--- src/rtl/mac_csr_pkg.sv ---
package mac_csr_pkg;

    localparam int REG_W        = 8;
    localparam int NUM_TX_SLOTS = 2;

    // status bit positions that software clears by write-1
    localparam int STS_WAKE_BIT = 5;
    localparam int STS_TX1_BIT  = 2;

    typedef enum logic [1:0] {
        LB_NONE   = 2'b00,
        LB_MAC    = 2'b01,
        LB_PHY100 = 2'b10,
        LB_RSVD   = 2'b11
    } loop_mode_e;

    typedef struct packed {
        logic       ext;
        logic       wen;
        logic       fcol;
        logic       fdx;
        loop_mode_e lbk;
    } ctrl_t;

    typedef struct packed {
        logic jab_dis;
        logic exc_retry;
        logic pad_dis2;
        logic crc_dis2;
    } txctl_t;

endpackage

--- src/rtl/mac_csr_reset_timer.sv ---
module mac_csr_reset_timer #(
    parameter int RST_CYCLES = 1250
) (
    input  logic clk,
    input  logic rst_n,
    input  logic start,
    output logic active
);
    localparam int CW = (RST_CYCLES > 1) ? $clog2(RST_CYCLES) : 1;

    typedef struct packed {
        logic          busy;
        logic [CW-1:0] cnt;
    } tmr_t;

    tmr_t tmr_d, tmr_q;

    always_comb begin
        tmr_d = tmr_q;
        if (start && !tmr_q.busy) begin
            tmr_d.busy = 1'b1;
            tmr_d.cnt  = CW'(RST_CYCLES - 1);
        end else if (tmr_q.busy) begin
            if (tmr_q.cnt == '0) begin
                tmr_d.busy = 1'b0;
            end else begin
                tmr_d.cnt = tmr_q.cnt - 1'b1;
            end
        end
    end

    always_ff @(posedge clk or negedge rst_n) begin
        if (!rst_n) begin
            tmr_q <= '0;
        end else begin
            tmr_q <= tmr_d;
        end
    end

    assign active = tmr_q.busy;
endmodule

--- src/rtl/mac_csr_sticky_flag.sv ---
module mac_csr_sticky_flag (
    input  logic clk,
    input  logic rst_n,
    input  logic set,
    input  logic clr,
    input  logic force_zero,
    output logic flag
);
    logic flag_d, flag_q;

    // a new event outranks a clear; force_zero outranks both
    always_comb begin
        if (force_zero) begin
            flag_d = 1'b0;
        end else begin
            flag_d = (flag_q & ~clr) | set;
        end
    end

    always_ff @(posedge clk or negedge rst_n) begin
        if (!rst_n) begin
            flag_q <= 1'b0;
        end else begin
            flag_q <= flag_d;
        end
    end

    assign flag = flag_q;
endmodule

--- src/rtl/mac_csr_bank.sv ---
module mac_csr_bank
    import mac_csr_pkg::*;
#(
    parameter int ADDR_W     = 8,
    parameter int RST_CYCLES = 1250
) (
    input  logic              clk,
    input  logic              rst_n,
    input  logic [ADDR_W-1:0] addr,
    input  logic              wr_en,
    input  logic              rd_en,
    input  logic [7:0]        wdata,
    output logic [7:0]        rdata,
    input  logic              phy_speed_10,
    input  logic              phy_link_up,
    input  logic              phy_full_duplex,
    input  logic              rx_fifo_ovf,
    input  logic              tx1_done,
    input  logic              tx2_done,
    input  logic              wake_event,
    output logic              ext_phy_sel,
    output logic              wake_en,
    output logic              force_collision,
    output logic              full_duplex,
    output logic [1:0]        loopback_mode,
    output logic              jabber_dis,
    output logic              excess_col_retry,
    output logic              pad_dis_slot2,
    output logic              crc_dis_slot2,
    output logic              soft_reset_active
);
    localparam logic [ADDR_W-1:0] A_CTL = ADDR_W'(0);
    localparam logic [ADDR_W-1:0] A_STS = ADDR_W'(1);
    localparam logic [ADDR_W-1:0] A_TXC = ADDR_W'(2);

    typedef struct packed {
        ctrl_t  ctrl;
        txctl_t txc;
    } regs_t;

    regs_t st_d, st_q;

    logic                    srst_active;
    logic                    srst_start;
    logic                    hit_ctl, hit_sts, hit_txc;
    logic                    ctl_wr_ok, txc_wr_ok;
    logic                    sts_rd_clr;
    logic [REG_W-1:0]        w1c;
    logic [NUM_TX_SLOTS-1:0] tx_done_vec;
    logic [NUM_TX_SLOTS-1:0] tx_flags;
    logic                    wake_flag;
    logic                    fdx_eff;

    assign hit_ctl    = (addr == A_CTL);
    assign hit_sts    = (addr == A_STS);
    assign hit_txc    = (addr == A_TXC);
    assign srst_start = wr_en && hit_ctl && wdata[0] && !srst_active;
    assign ctl_wr_ok  = wr_en && hit_ctl && !srst_active;
    assign txc_wr_ok  = wr_en && hit_txc && !srst_active;
    assign sts_rd_clr = rd_en && hit_sts;
    assign w1c        = (wr_en && hit_sts) ? wdata : '0;

    // next-state of the writable control fields
    always_comb begin
        st_d = st_q;
        if (ctl_wr_ok) begin
            st_d.ctrl.ext = wdata[7];
            st_d.ctrl.wen = wdata[6];
            if (!srst_start) begin
                st_d.ctrl.fcol = wdata[4];
                st_d.ctrl.lbk  = loop_mode_e'(wdata[2:1]);
                if (st_q.ctrl.ext) begin
                    st_d.ctrl.fdx = wdata[3];
                end
            end
        end
        if (txc_wr_ok) begin
            st_d.txc.jab_dis   = wdata[6];
            st_d.txc.exc_retry = wdata[5];
            st_d.txc.pad_dis2  = wdata[4];
            st_d.txc.crc_dis2  = wdata[3];
        end
        if (srst_start || srst_active) begin
            st_d.ctrl.fcol = 1'b0;
            st_d.ctrl.fdx  = 1'b0;
            st_d.ctrl.lbk  = LB_NONE;
            st_d.txc       = '0;
        end
    end

    always_ff @(posedge clk or negedge rst_n) begin
        if (!rst_n) begin
            st_q <= '0;
        end else begin
            st_q <= st_d;
        end
    end

    mac_csr_reset_timer #(.RST_CYCLES(RST_CYCLES)) u_rst_timer (
        .clk    (clk),
        .rst_n  (rst_n),
        .start  (srst_start),
        .active (srst_active)
    );

    assign tx_done_vec = {tx2_done, tx1_done};

    for (genvar gi = 0; gi < NUM_TX_SLOTS; gi++) begin : g_tx_flag
        mac_csr_sticky_flag u_flag (
            .clk        (clk),
            .rst_n      (rst_n),
            .set        (tx_done_vec[gi]),
            .clr        (sts_rd_clr | w1c[STS_TX1_BIT + gi]),
            .force_zero (srst_start | srst_active),
            .flag       (tx_flags[gi])
        );
    end

    mac_csr_sticky_flag u_wake_flag (
        .clk        (clk),
        .rst_n      (rst_n),
        .set        (wake_event),
        .clr        (sts_rd_clr | w1c[STS_WAKE_BIT]),
        .force_zero (!st_d.ctrl.wen),
        .flag       (wake_flag)
    );

    assign fdx_eff = st_q.ctrl.ext ? st_q.ctrl.fdx : phy_full_duplex;

    always_comb begin
        unique case (1'b1)
            hit_ctl: rdata = {st_q.ctrl.ext, st_q.ctrl.wen, 1'b0, st_q.ctrl.fcol,
                              fdx_eff, st_q.ctrl.lbk, srst_active};
            hit_sts: rdata = {phy_speed_10, phy_link_up, wake_flag, 1'b0,
                              tx_flags[1], tx_flags[0], rx_fifo_ovf, 1'b0};
            hit_txc: rdata = {1'b0, st_q.txc.jab_dis, st_q.txc.exc_retry,
                              st_q.txc.pad_dis2, st_q.txc.crc_dis2, 3'b000};
            default: rdata = '0;
        endcase
    end

    assign ext_phy_sel       = st_q.ctrl.ext;
    assign wake_en           = st_q.ctrl.wen;
    assign force_collision   = st_q.ctrl.fcol;
    assign full_duplex       = fdx_eff;
    assign loopback_mode     = st_q.ctrl.lbk;
    assign jabber_dis        = st_q.txc.jab_dis;
    assign excess_col_retry  = st_q.txc.exc_retry;
    assign pad_dis_slot2     = st_q.txc.pad_dis2;
    assign crc_dis_slot2     = st_q.txc.crc_dis2;
    assign soft_reset_active = srst_active;
endmodule

--- config.mk ---
export PLATFORM = sky130hd
export DESIGN_NAME = mac_csr_bank
export DESIGN_NICKNAME = d
export VERILOG_FILES = /design/src/rtl/mac_csr_pkg.sv /design/src/rtl/mac_csr_reset_timer.sv /design/src/rtl/mac_csr_sticky_flag.sv /design/src/rtl/mac_csr_bank.sv
export SDC_FILE = /design/constraint.sdc
export NUM_CORES = 1
export LEC_CHECK = 0
export ABC_CLOCK_PERIOD_IN_PS = 2300
export BUFFER_PORTS_ARGS = -buffer_cell sky130_fd_sc_hd__buf_2
export CAP_MARGIN = 20
export CORE_MARGIN = 1.5
export CORE_UTILIZATION = 48
export DETAILED_ROUTE_END_ITERATION = 10
export PLACE_DENSITY = 0.76
export SYNTH_ARGS = -nofsm -noshare
export SYNTH_HDL_FRONTEND = slang
export SYNTH_SLANG_ARGS = --single-unit
export TNS_END_PERCENT = 10
--- constraint.sdc ---
create_clock -name clk -period 2.3 [get_ports clk]
set_input_delay 0.115 -clock clk [delete_from_list [all_inputs] [get_ports clk]]
set_output_delay 0.115 -clock clk [all_outputs]
set_load 0.03 [all_outputs]
==> reports/qor.csv <==
metric,value,unit
GP Congestion,0.880,
layout net count,239,
share of layout cells above drive strength 1,29.2,%
Final Cycle Share,86.9,%
Fin Setup TNS,0,ns
placed cells,236,
vias in the first global route,1318,
cts repair resizes,0,
"count leader, synth",dfrtp_1,
Die X,58.8,um
first-pass iteration count of the detailed router,5,
largest buffer count on any clock path,2,
Site Rows,20,
DRC viols,0,
Final Critical Period,2.00,ns
"Clk pin slew, worst setup/hold paths",0.13,ns
"Req. time, crit path",2.54,ns
pin count of the biggest net entering global routing,26,
final hold violations,0,
Final Cell Area,1800,um^2
initial antenna violation count,0,
"Distinct cells, synth",46,
Top Ports,46,
Syn Area/Cell,9.28,um^2
Synth Flop Type,dfrtp_1,
initial core utilization,49.8,%
top achievable clock speed,500,MHz
area share of the largest cell type after synthesis,41.9,%
wire per inst,14.4,um
synth-to-layout area growth,20.4,%
final WL,3480,um
synth warn,0,
CP arrival,2.23,ns
Final Max Slew Viols,0,
Syn Inst Count,161,
Leakage,0.000812,uW
Vias,1421,
maximum net fanout on the critical path,5,
worst slew pin tran,0.562,ns
placed inst area,1750,um^2
Layout Cells excl Fill,242,
RSZ-0062 raised after global routing,no,
crit path capture type,flop,
Setup Viol. Count Final,0,
HPWL after detailed placement,2620,um
status,"finished, final reports clean",
total grt overflow,0,
residual antenna-violating net count after detailed routing,0,
number of synthesized flops with an enable pin,0,
initial drt markers,87,
buffer count from post-CTS setup fixing,0,
Post-CTS Hold Fix Bufs,1,
die footprint,3460,um^2
CTS Buf Count,3,
CTS root buffer,clkbuf_4,
clk_lat worst skew,0.32,ns
H-tree depth,1,
clk sinks,25,
worst hold path class,in2reg,
Peak VDD IR,0.331,mV
Synth top cells by count,"25 x dfrtp_1, 16 x nor2_1, 15 x nand2_1",
worst clock skew,0.00838,ns
WS Path Type,reg2reg,
MaxCap Viol Count,0,
CTS tree,yes,
die height,58.8,um
sequential fraction of the synthesis area,41.9,%
slew margin rel.,62.5,%
CP startpoint kind,flop,
vias per cell,5.87,
hold slack,0.0155,ns
dominant cell type by area after synthesis,dfrtp_1,
n_diodes,0,
Power Density,389,nW/um^2
core area,3000,um^2
Mapped Nets,190,
asr flop ratio synth,100,%
Filler cells,259,
GR Util All Layers,21.7,%
Mapped Area,1490,um^2
Synth Register Bits,25,
Synth area leaders,"dfrtp_1 42%, mux2i_1 5.4%, a21oi_1 4.7%",
first-pass GRT wire length,5770,um
I/O Buffers,45,
## through the flow
step / total power, uW / utilization (%) / setup WS, ns
after CTS: 708 / 59.6 / 0.285
after floorplan: 474 / - / 0.364
after global routing: 738 / 59.9 / 0.166
after detailed placement: 517 / 58.4 / 0.317
after global placement: 515 / 58.4 / 0.414
final: 700 / 59.9 / 0.302
## worst paths after layout
| path | from | to | slack (ns) | depth (start not counted) |
|---|---|---|---|---|
| max in group asynchronous | rst_n | excess_col_retry | 1.63 | 2 |
| worst max register to register | u_rst_timer.tmr_q[0] | u_rst_timer.tmr_q[3] | 0.30 | 7 |
| worst min-delay path | tx2_done | g_tx_flag[1].u_flag.flag | 0.02 | 3 |
| worst max-delay path | u_rst_timer.tmr_q[0] | u_rst_timer.tmr_q[3] | 0.30 | 7 |
| min in group asynchronous | rst_n | loopback_mode[0] | 0.30 | 2 |
| worst min register to register | u_rst_timer.tmr_q[6] | u_rst_timer.tmr_q[6] | 0.54 | 1 |
## logic make-up after synthesis
family | after synthesis | share of synthesized area [%]
flip-flops | 25 | 41.9
AO/OA/AOI/OAI | 35 | 15.6
buffers and inverters | 13 | 4.02
adder cells (fa/ha/maj) | 2 | 1.67
AND/OR/NAND/NOR | 73 | 27.6
multiplexers | 12 | 8.63
XOR/XNOR | 1 | 0.586
## report_power, final
group / internal (uW) / total [uW] / switching [uW] / leakage, uW
clock network: 67.8 / 189 / 121 / 0.0000150
registers: 439 / 440 / 0.0512 / 0.000304
logic: 30.6 / 71.9 / 41.3 / 0.000494
total: 538 / 700 / 162 / 0.000812
## final cells by class
cell class / count / area [um^2] / share of cell area, %
multi-input combinational: 123 / 808 / 44.9
sequential: 25 / 626 / 34.8
timing repair buffer: 51 / 275 / 15.3
tap: 33 / 41.3 / 2.29
inverter: 6 / 22.5 / 1.25
clock buffer: 4 / 26.3 / 1.46
## state kept, by name, indices dropped and copies added, names as in the netlist
register	cells
u_rst_timer.tmr_q	11
g_tx_flag.u_flag.flag	2
loopback_mode	2
crc_dis_slot2	1
excess_col_retry	1
ext_phy_sel	1
force_collision	1
jabber_dis	1
pad_dis_slot2	1
st_q	1
u_rst_timer.active	1
u_wake_flag.flag	1
wake_en	1
## worst max-delay path, stage by stage, from the launching register on
cell	delay, ns
dfrtp_1	0.43
inv_1	0.10
ha_1	0.13
or4b_1	0.50
o31ai_4	0.29
buf_4	0.20
nand2_2	0.08
a31oi_1	0.19
## placed cells by master, fill, tap and decap left out, types with 2 or more instances in the layout
cell type and instances:
o21ai_0 2, dlygate4sd3_1 2, a22oi_1 3, or4b_1 2, nand2_1 15, ha_1 2, and4_1 3, nor2_1 16
o22ai_1 2, o21a_1 2, nand3_1 6, clkbuf_4 3, nand3b_1 3, nor3_1 5, nor2b_1 2, or3_1 3
a31oi_1 4, nand4_1 5, mux2_2 3, inv_1 6, buf_4 4, mux2i_1 8, nor3b_1 2, buf_2 45
a21oi_1 14, dfrtp_1 25
## layer usage
metal  routed length (um)  track usage, %  vias up
met5                    0               0        -
met4                   24            6.49        0
met3                  216            4.84        4
met2                 1700            34.4       56
met1                 1540            29.7      672
li1                     -               -      689
Note: power is estimated with default switching activity, not from simulation.
